<file path="src/rtl/msi_line_ctrl.sv">
module msi_line_ctrl #(
  parameter int ADDR_W = 16
) (
  input  logic              clk,
  input  logic              rst_n,
  input  logic [ADDR_W-1:0] line_addr,
  input  logic              cpu_req,
  input  logic              cpu_we,
  output logic              cpu_ack,
  output logic              bus_req,
  input  logic              bus_gnt,
  output logic [1:0]        bus_cmd,
  output logic [ADDR_W-1:0] bus_addr,
  input  logic              snp_valid,
  input  logic [1:0]        snp_cmd,
  input  logic [ADDR_W-1:0] snp_addr,
  output logic              flush,
  output logic              mem_cancel,
  output logic [1:0]        line_state
);
  localparam logic [1:0] ST_I = 2'b00, ST_S = 2'b01, ST_M = 2'b10;
  localparam logic [1:0] CMD_RD = 2'b01, CMD_RDX = 2'b10;

  logic [1:0] st_q, cmd_q;
  logic       wait_q, ack_q;
  logic       own_gnt, snp_act, cpu_go, hit, dirty_hit;

  assign own_gnt   = wait_q && bus_gnt;
  assign snp_act   = snp_valid && (snp_addr == line_addr) && !own_gnt &&
                     (snp_cmd == CMD_RD || snp_cmd == CMD_RDX);
  assign dirty_hit = snp_act && (st_q == ST_M);
  assign hit       = cpu_we ? (st_q == ST_M) : (st_q != ST_I);
  assign cpu_go    = cpu_req && !ack_q && !wait_q && !snp_act;

  assign cpu_ack    = ack_q;
  assign bus_req    = wait_q;
  assign bus_cmd    = wait_q ? cmd_q : 2'b00;
  assign bus_addr   = line_addr;
  assign flush      = dirty_hit;
  assign mem_cancel = dirty_hit;
  assign line_state = st_q;

  always_ff @(posedge clk) begin
    if (!rst_n) begin
      st_q   <= ST_I;
      cmd_q  <= 2'b00;
      wait_q <= 1'b0;
      ack_q  <= 1'b0;
    end else begin
      ack_q <= 1'b0;
      if (own_gnt) begin
        st_q   <= (cmd_q == CMD_RDX) ? ST_M : ST_S;
        ack_q  <= 1'b1;
        wait_q <= 1'b0;
      end else if (snp_act) begin
        case (st_q)
          ST_S:    if (snp_cmd == CMD_RDX) st_q <= ST_I;
          ST_M:    st_q <= (snp_cmd == CMD_RD) ? ST_S : ST_I;
          default: st_q <= st_q;
        endcase
      end
      if (cpu_go) begin
        if (hit) begin
          ack_q <= 1'b1;
        end else begin
          wait_q <= 1'b1;
          cmd_q  <= cpu_we ? CMD_RDX : CMD_RD;
        end
      end
    end
  end
endmodule

</file>
<file path="config.mk">
export PLATFORM = sky130hd
export DESIGN_NAME = msi_line_ctrl
export DESIGN_NICKNAME = d
export VERILOG_FILES = /design/src/rtl/msi_line_ctrl.sv
export SDC_FILE = /design/constraint.sdc
export NUM_CORES = 1
export LEC_CHECK = 0
export BUFFER_PORTS_ARGS = -buffer_cell sky130_fd_sc_hd__buf_2
export CAP_MARGIN = 20
export CORE_MARGIN = 1.5
export CORE_UTILIZATION = 30
export DETAILED_ROUTE_END_ITERATION = 7
export GPL_TIMING_DRIVEN = 1
export PLACE_DENSITY = 0.8
export SYNTH_ARGS = -nofsm -noshare
export SYNTH_HDL_FRONTEND = slang
export SYNTH_SLANG_ARGS = --single-unit
export TNS_END_PERCENT = 50
</file>
<file path="constraint.sdc">
create_clock -name clk -period 2.6 [get_ports clk]
set_input_delay 0 -clock clk [delete_from_list [all_inputs] [get_ports clk]]
set_output_delay 0 -clock clk [all_outputs]
set_load 0.02 [all_outputs]
</file>
Yosys cells after proc, flatten, opt, wreduce, memory -nomap -nowiden. Cells that the tools add are included.

Equality and inequality tests: 7. Reductions and logical operators: 18. Multiplexer cells: 15. Bitwise operators: 1.

Operators with widths (number): == test 16 bit (1); 2-to-1 mux 2 bit (6); logical AND 1 bit (8); 2-to-1 mux 1 bit (8); == test 2 bit, second input constant (3); == test 2 x 1 -> 1 bit, second input constant (2); zero test 1 bit (4); one-hot mux 2 bit (2 select lines) (1); nonzero test 2 bit (2); != test 3 bit, second input constant (1); AND reduction 3 bit (1); nonzero test 3 bit (1); AND reduction 2 bit (1); logical OR 1 bit (1); inverter 1 bit (1).

Word-level logic and storage cells: 45. Bits of input ports: 40. Flip-flop bits (word level): 6. Output and inout port bits: 24.

Depth between registers and ports, before layout. Gate-level depths: netlist of run 1.

Word-level depth: 7. Gate-level depth with buffers: 6. Gate-level depth less buffers: 6.

Least setup slack after synthesis of run 1. Ideal clock, no wire load.

Path kind: register to output. Start point: register wait_q (netlist: bus_req). End point: output mem_cancel. Path buffers: 1. Path slack: 1.196 ns. Arrival: 1.404 ns. Cell stages (with the launch flop): 6. Cell sequence: dfxtp_1 -> nand2_1 -> and4b_1 -> nand4_2 -> and2b_2 -> buf_4.

Word-level cells in the longest chain between the ends: 5.

Ends and longest elaborated chain: start, declared (RTL line 25) `logic wait_q, ack_q;`; start signal, assigned (RTL line 47) `wait_q <= 1'b0;`; start signal, assigned (RTL line 54) `wait_q <= 1'b0;`; start signal, assigned (RTL line 66) `wait_q <= 1'b1;`; logical AND 1 bit (RTL line 28) `assign own_gnt = wait_q && bus_gnt;`; zero test 1 bit (RTL line 29) `assign snp_act = snp_valid && (snp_addr == line_addr) && !own_gnt &&`; logical AND 1 bit (2 in series) (RTL line 29); logical AND 1 bit (RTL line 31) `assign dirty_hit = snp_act && (st_q == ST_M);`; end, declared (RTL line 18) `output logic mem_cancel,`.

Every way passes these cells.

Final worst setup path of run 1.
Start point: register wait_q (netlist: bus_req). End point: output flush.

Word-level cells in the longest chain between the ends: 5.

Ends and longest elaborated chain: logical AND 1 bit (RTL line 28); zero test 1 bit (RTL line 29); logical AND 1 bit (2 in series) (RTL line 29); logical AND 1 bit (RTL line 31); end, declared (RTL line 17) `output logic flush,`.

Every way passes these cells.

==> impl_results.md, run 1 <==
- Clk sinks: 6
- Nets: 172
- RSZ-0062 raised after global routing: false
- Tmin final: around 1.6 ns
- Worst setup SP type: flop
- Post-synth EDFFs: 0
- Later-pin clock latency in the skew report: between 0.2 and 0.25 ns
- Die Wd: between 50 and 60 µm
- Area share of the largest cell type after synthesis: 0.192
- Main flop type after synthesis: dfxtp_1
- CTS H-tree depth: 1
- CTS clk-pin slew, worst paths: 0.05 ns
- Largest stage delay on the critical path: 0.35 ns
- Via density: about 4.3
- Endpoints failing hold: 0
- CP Class: reg -> out
- Seq pwr share: 0.333
- Main combinational cell family by area after synthesis: simple AND/OR/NAND/NOR gates
- Gate Count Post-Synth: 80
- Port Buffers: 63
- Internal Dissipation: around 0.21 mW
- Mean Syn Cell Area: 8.29 µm²
- Power density over the cells: 346 nW/µm²
- CTS tree: built
- Clock share of power: 0.266
- Crit end category: primary output
- Hold crit path type: in -> reg
- Slew HR: 0.835
- Compound-Gate Fraction of Synth Area: 0.0736
- Diodes inserted: 0
- P_sw: approximately 0.10 mW
- Seq/Total Area, Yosys: 0.181
- Buffer count from post-CTS setup fixing: 0
- Total CTS buffers: 3
- Fillers: between 200 and 250
- Largest net degree at the start of global routing: 10
- Worst Path Max Fanout: 7
- Syn Nets: approximately 120
- Number of global-route vias before repair: between 600 and 700
- Status: finished, final reports clean
- Critical path cell sequence: nand2_1, and4b_1, nand4_2, and2b_2, buf_2
- Drt pass-1 iters: 4
- Final antenna-violating net count: 0
- Max-slew violation count: 0
- Row cnt: 16
- Simple-Gate Fraction of Synth Area: 0.251
- Total gr overflow: 0
- CTS root buffer: clkbuf_4
- Yosys cell types: 27
- Most common cell in the netlist: buf_4
- Wire per inst: ~11 µm
- Worst Tran Pin Value: 0.246 ns
- Drt initial violations: 22
- Tcrit/Tclk final: 0.602
- Top delay family on crit path: simple AND/OR/NAND/NOR gates
- LEAKAGE: between 0.4 and 0.5 nW
- Die H: about 50 µm
- Fmax: 639 MHz
- Final setup viols: 0
- Global-route wire length before repair: 2620 µm
- Sw frac: 0.325
- Comb power frac: 0.401
- Layout cells sized above 1: 0.547
- Max Buffers Root-to-Sink: 2
- Hold Buf Count CTS: 0
- Top cells by count, synth: buf_4, xnor2_1, nand2_1
- Final Core Density: 0.447
- Initial antenna violation count: 0
- Flops & latches, synth: 6
- Setup TNS Final: 0 ns
- XOR/XNOR Fraction of Synth Area: 0.211
- YS warnings: 0
- Post-synth top area cell: buf_4
- Initial Util: 0.328
- Crit path buffers/inverters: 1
- Die area: about 2500 µm²
- Max VDD drop: approximately 0.00016 V
- Setup Skew: ~0.0062 ns
- Ports: 64
- Core area: just over 2000 µm²
- Final HPWL DP: roughly 1500 µm
- Post-Synthesis Cell Area: 663 µm²
- Critical Path RT: 2.60 ns
- Crit path DAT: between 1.5 and 2 ns
- Max-Cap Viols: 0
- Cell at the slowest stage of the critical path: dfxtp_1
- Area delta synth->final: 36.2%
- Post-CTS sizing: 0
- Mux contribution to synthesized area: 0.0302
- Final RePlAce weighted congestion: 0.695
- Top post-synthesis cells by area: buf_4, dfxtp_1, xnor2_1, xor2_1, nand2_1
- Asr flop ratio synth: 0
- Adder-cell share of the synthesized area: 0.0377
- GRT Total Usage: 0.133
- Total wire length: about 1700 µm
- DRC: 0
- Vias after detailed routing: about 670
[cell usage in the layout, fill, tap and decap left out]
master / count
inv_1: 3
nor4_2: 1
nand4_2: 1
and4b_1: 1
nand2_1: 8
a21oi_1: 1
o211ai_1: 1
nor3b_1: 2
dfxtp_1: 6
o22ai_1: 1
a21boi_0: 2
nor2b_1: 3
buf_2: 63
and2b_2: 1
nor2_1: 1
clkbuf_4: 3
and3_4: 1
nor3_1: 1
nand3_1: 1
mux2i_1: 2
nand4_1: 2
xor2_1: 7
and2_1: 2
xnor2_1: 9
ha_1: 2
o21a_1: 2
nand4b_1: 1
[layout make-up]
class	instances	area, µm²	area share
Multi-Input combinational cell	53	400	0.443
Clock buffer	3	22.5	0.0249
Timing Repair Buffer	63	315	0.349
Inverter	3	11.3	0.0125
Tap cell	27	33.8	0.0374
Sequential cell	6	120	0.133
[worst register-to-register path: cells and delay by family, from the launching register on]
| family | cells | cell delay [ns] |
|---|---|---|
| AND/OR/NAND/NOR | 4 | 0.77 |
| flip-flops | 1 | 0.35 |
| AO/OA/AOI/OAI | 1 | 0.18 |
[kinds of logic after synthesis]
group / after synthesis
adders and majority gates: 2
and+or+nand+nor: 26
muxes: 2
xor gates and xnor gates: 16
buffers and inverters: 21
DFF: 6
AOI/OAI and AO/OA: 7
[flip-flops by register name, summed over array words and instances (netlist names)]
| name | flops |
|---|---|
| cpu_ack | 1 |
| bus_req | 1 |
| line_state | 2 |
| cmd_q | 2 |
[layer usage]
metal	wire length, µm	track usage	vias to the layer above
li1	-	-	347
met2	1000	0.270	22
met5	0	0	-
met3	72	0.0121	0
met1	594	0.137	299
met4	0	0.0417	0
[worst paths after layout]
kind / startpoint / endpoint / slack (ns) / cells after the start
hold reg to reg: cmd_q[1]$_SDFFE_PN0P_ / cmd_q[1]$_SDFFE_PN0P_ / 0.48 / 2
setup reg to reg: bus_req$_SDFF_PN0_ / bus_req$_SDFF_PN0_ / 1.19 / 5
hold / removal: cpu_we / cmd_q[1]$_SDFFE_PN0P_ / 0.02 / 3
setup / recovery: bus_req$_SDFF_PN0_ / flush / 1.04 / 5
[power groups by stage]
stage / sequential [mW] / clock (mW) / combinational, mW
after floorplan: 0.108 / 0 / 0.0814
after global placement: 0.105 / 0 / 0.122
after detailed placement: 0.106 / 0 / 0.125
after CTS: 0.104 / 0.0851 / 0.126
after global routing: 0.104 / 0.0923 / 0.136
final: 0.104 / 0.0832 / 0.125
[metrics by stage]
step	setup WS, ns	hold slack, ns	cell area (µm²)	instances	total power, mW
5_1_grt	0.950	0.0584	903	155	0.333
6_report	1.04	0.0229	903	155	0.312
2_1_floorplan	1.20	0.113	663	80	0.190
3_5_place_dp	1.20	0.246	881	152	0.231
3_3_place_gp	1.26	0.244	881	152	0.227
4_1_cts	1.03	0.0199	903	155	0.315
(Power assumes the default switching activity.)
==> run 2: changes to the inputs <==
--- a/config.mk
+++ b/config.mk
@@ -11,7 +11,7 @@
 export CORE_UTILIZATION = 30
 export DETAILED_ROUTE_END_ITERATION = 7
 export GPL_TIMING_DRIVEN = 1
-export PLACE_DENSITY = 0.8
+export PLACE_DENSITY = 0.83
 export SYNTH_ARGS = -nofsm -noshare
 export SYNTH_HDL_FRONTEND = slang
 export SYNTH_SLANG_ARGS = --single-unit
==> constraint.sdc (replaced) <==
create_clock -name clk -period 1.4 [get_ports clk]
set_input_delay 0 -clock clk [delete_from_list [all_inputs] [get_ports clk]]
set_output_delay 0 -clock clk [all_outputs]
set_load 0.02 [all_outputs]
==> impl_results.md, run 2 (synthesized netlist as in run 1, its figures left out) <==
- Status: finished, final reports clean (unchanged)
- Total wire length: 1680 µm (was 1670 µm)
- Max-slew violation count: 0 (unchanged)
- Port Buffers: 63 (unchanged)
- Final RePlAce weighted congestion: 0.706 (was 0.695)
- Diodes inserted: 0 (unchanged)
- Die Wd: 50.0 µm (unchanged)
- Placed cell area: 890 µm² (was 881 µm²)
- Worst Path Max Fanout: 3 (was 7)
- Total CTS buffers: 3 (unchanged)
- Crit path DAT: 1.38 ns (was 1.56 ns)
- Die area: 2500 µm² (unchanged)
- Drt initial violations: 6 (was 22)
- Initial antenna violation count: 0 (unchanged)
- Placed Cells incl. Taps: 153 (was 152)
- Via density: 4.38 (was 4.31)
- Setup Skew: 0.0139 ns (was 0.00625 ns)
- Drt pass-1 iters: 4 (unchanged)
- Top delay family on crit path: simple AND/OR/NAND/NOR gates (unchanged)
- DRC: 0 (unchanged)
- Global-route wire length before repair: 2780 µm (was 2620 µm)
- Largest net degree at the start of global routing: 10 (unchanged)
- LEAKAGE: 0.517 nW (was 0.483 nW)
- Commonest non-fill, non-tap cell in the layout: buf_2 (unchanged)
- Number of global-route vias before repair: 698 (was 672)
- Clk sinks: 6 (unchanged)
- Power density over the cells: 612 nW/µm² (was 346 nW/µm²)
- GRT Total Usage: 0.143 (was 0.133)
- Worst r2r src: bus_req$_SDFF_PN0_ (unchanged)
- Crit end category: primary output (unchanged)
- Row cnt: 16 (unchanged)
- Critical Path RT: 1.40 ns (was 2.60 ns)
- Hold Buf Count CTS: 0 (unchanged)
- Largest stage delay on the critical path: 0.35 ns (about the same)
- Cell at the slowest stage of the critical path: dfxtp_4 (was dfxtp_1)
- Area delta synth->final: 47.5% (was 36.2%)
- Critical path cell sequence: nand2_4, and4b_1, nand4_4, and2b_2, buf_6 (was nand2_1, and4b_1, nand4_2, and2b_2, buf_2)
- Max Buffers Root-to-Sink: 2 (unchanged)
- Overall power: 0.599 mW (was 0.312 mW)
- Commonest non-fill, non-tap cells in the layout: buf_2, xnor2_1, xor2_1, nand2_1 (was buf_2, xnor2_1, nand2_1, xor2_1, dfxtp_1)
- HP Start: cpu_we (unchanged)
- Nets: 177 (was 172)
- Endpoints failing hold: 0 (unchanged)
- Max VDD drop: 0.000244 V (was 0.000159 V)
- Die H: 50.0 µm (unchanged)
- CTS H-tree depth: 1 (unchanged)
- Layout cells sized above 1: 0.586 (was 0.547)
- Worst Tran Pin Value: 0.315 ns (was 0.246 ns)
- Initial Util: 0.328 (unchanged)
- Tmin final: roughly 1.4 ns
- Tcrit/Tclk final: 0.984
- Final HPWL DP: 1490 µm (was 1470 µm)
- Worst setup SP type: flop (unchanged)
- Ports: 64 (unchanged)
- Max-Cap Viols: 0 (unchanged)
- Fmax: between 700 and 800 MHz
- Final worst setup slack: 0.0225 ns (was 1.04 ns)
- Core area: 2020 µm² (unchanged)
- Vias after detailed routing: 700 (was 668)
- CTS root buffer: clkbuf_4 (unchanged)
- Crit path from: bus_req$_SDFF_PN0_ (unchanged)
- Wire per inst: 10.5 µm (was 10.8 µm)
- Worst slack, placed: 0.0477 ns (was 1.20 ns)
- Final setup viols: 0 (unchanged)
- Total gr overflow: 0 (unchanged)
- CTS tree: built (unchanged)
- CTS clk-pin slew, worst paths: 0.05 ns (about the same)
- Final antenna-violating net count: 0 (unchanged)
- CP Class: reg -> out (unchanged)
- Hold crit path type: in -> reg (unchanged)
- RSZ-0062 raised after global routing: true (was false)
- Later-pin clock latency in the skew report: 0.25 ns (was 0.24 ns)
- Slew HR: 0.788 (was 0.835)
- Post-route cell area: 978 µm² (was 903 µm²)
- Final non-filler cell total: 160 (was 155)
- Crit path buffers/inverters: 1 (unchanged)
==> run 2: power by group <==
group / total, mW / switching (mW) / internal [mW]
Sequential: 0.192 / 0.00931 / 0.183
Combinational: 0.247 / 0.126 / 0.120
Clock: 0.161 / 0.0635 / 0.0971
==> run 2: final cells by class <==
type	count	area (µm²)
fillers	201	1040
flip-flops and latches	6	124
well taps	27	33.8
inverters	3	11.3
multi-input cells	53	422
repair buffers	68	365
clock buffers	3	22.5
==> run 2: stage by stage <==
stage / setup TNS [ns] / util / hold slack [ns]
2_1_floorplan: 0 / - / 0.113
3_3_place_gp: 0 / 0.440 / 0.243
3_5_place_dp: 0 / 0.440 / 0.249
4_1_cts: -0.0206 / 0.479 / 0.0236
5_1_grt: -0.0722 / 0.484 / 0.0281
6_report: 0 / 0.484 / 0.0275
==> run 2: what timing repair did <==
item,4_1_cts,5_1_grt
hold endpoints to repair,0,0
gates cloned,0,0
buffers inserted,4,0
gates resized for setup,7,2
pin swaps,2,1
setup endpoints to repair,2,5
==> run 2: per-layer routing <==
layer	wire length (µm)	vias to the layer above	global-route usage
met1	588	322	0.125
met4	13	0	0.0648
met5	0	-	0
met2	1030	18	0.309
met3	48	2	0.0121
li1	-	358	-
==> run 2: final timing paths <==
check                          endpoint  slack (ns)  depth (start not counted)
hold / removal    cmd_q[1]$_SDFFE_PN0P_        0.03                          3
setup reg to reg     bus_req$_SDFF_PN0_        0.04                          6
hold reg to reg   cmd_q[0]$_SDFFE_PN0P_        0.48                          2
setup / recovery                  flush        0.02                          5
==> run 2: tightest hold or removal path: stages <==
cell,delay (ns)
buf_2,0.11
nand2_1,0.05
mux2i_1,0.06
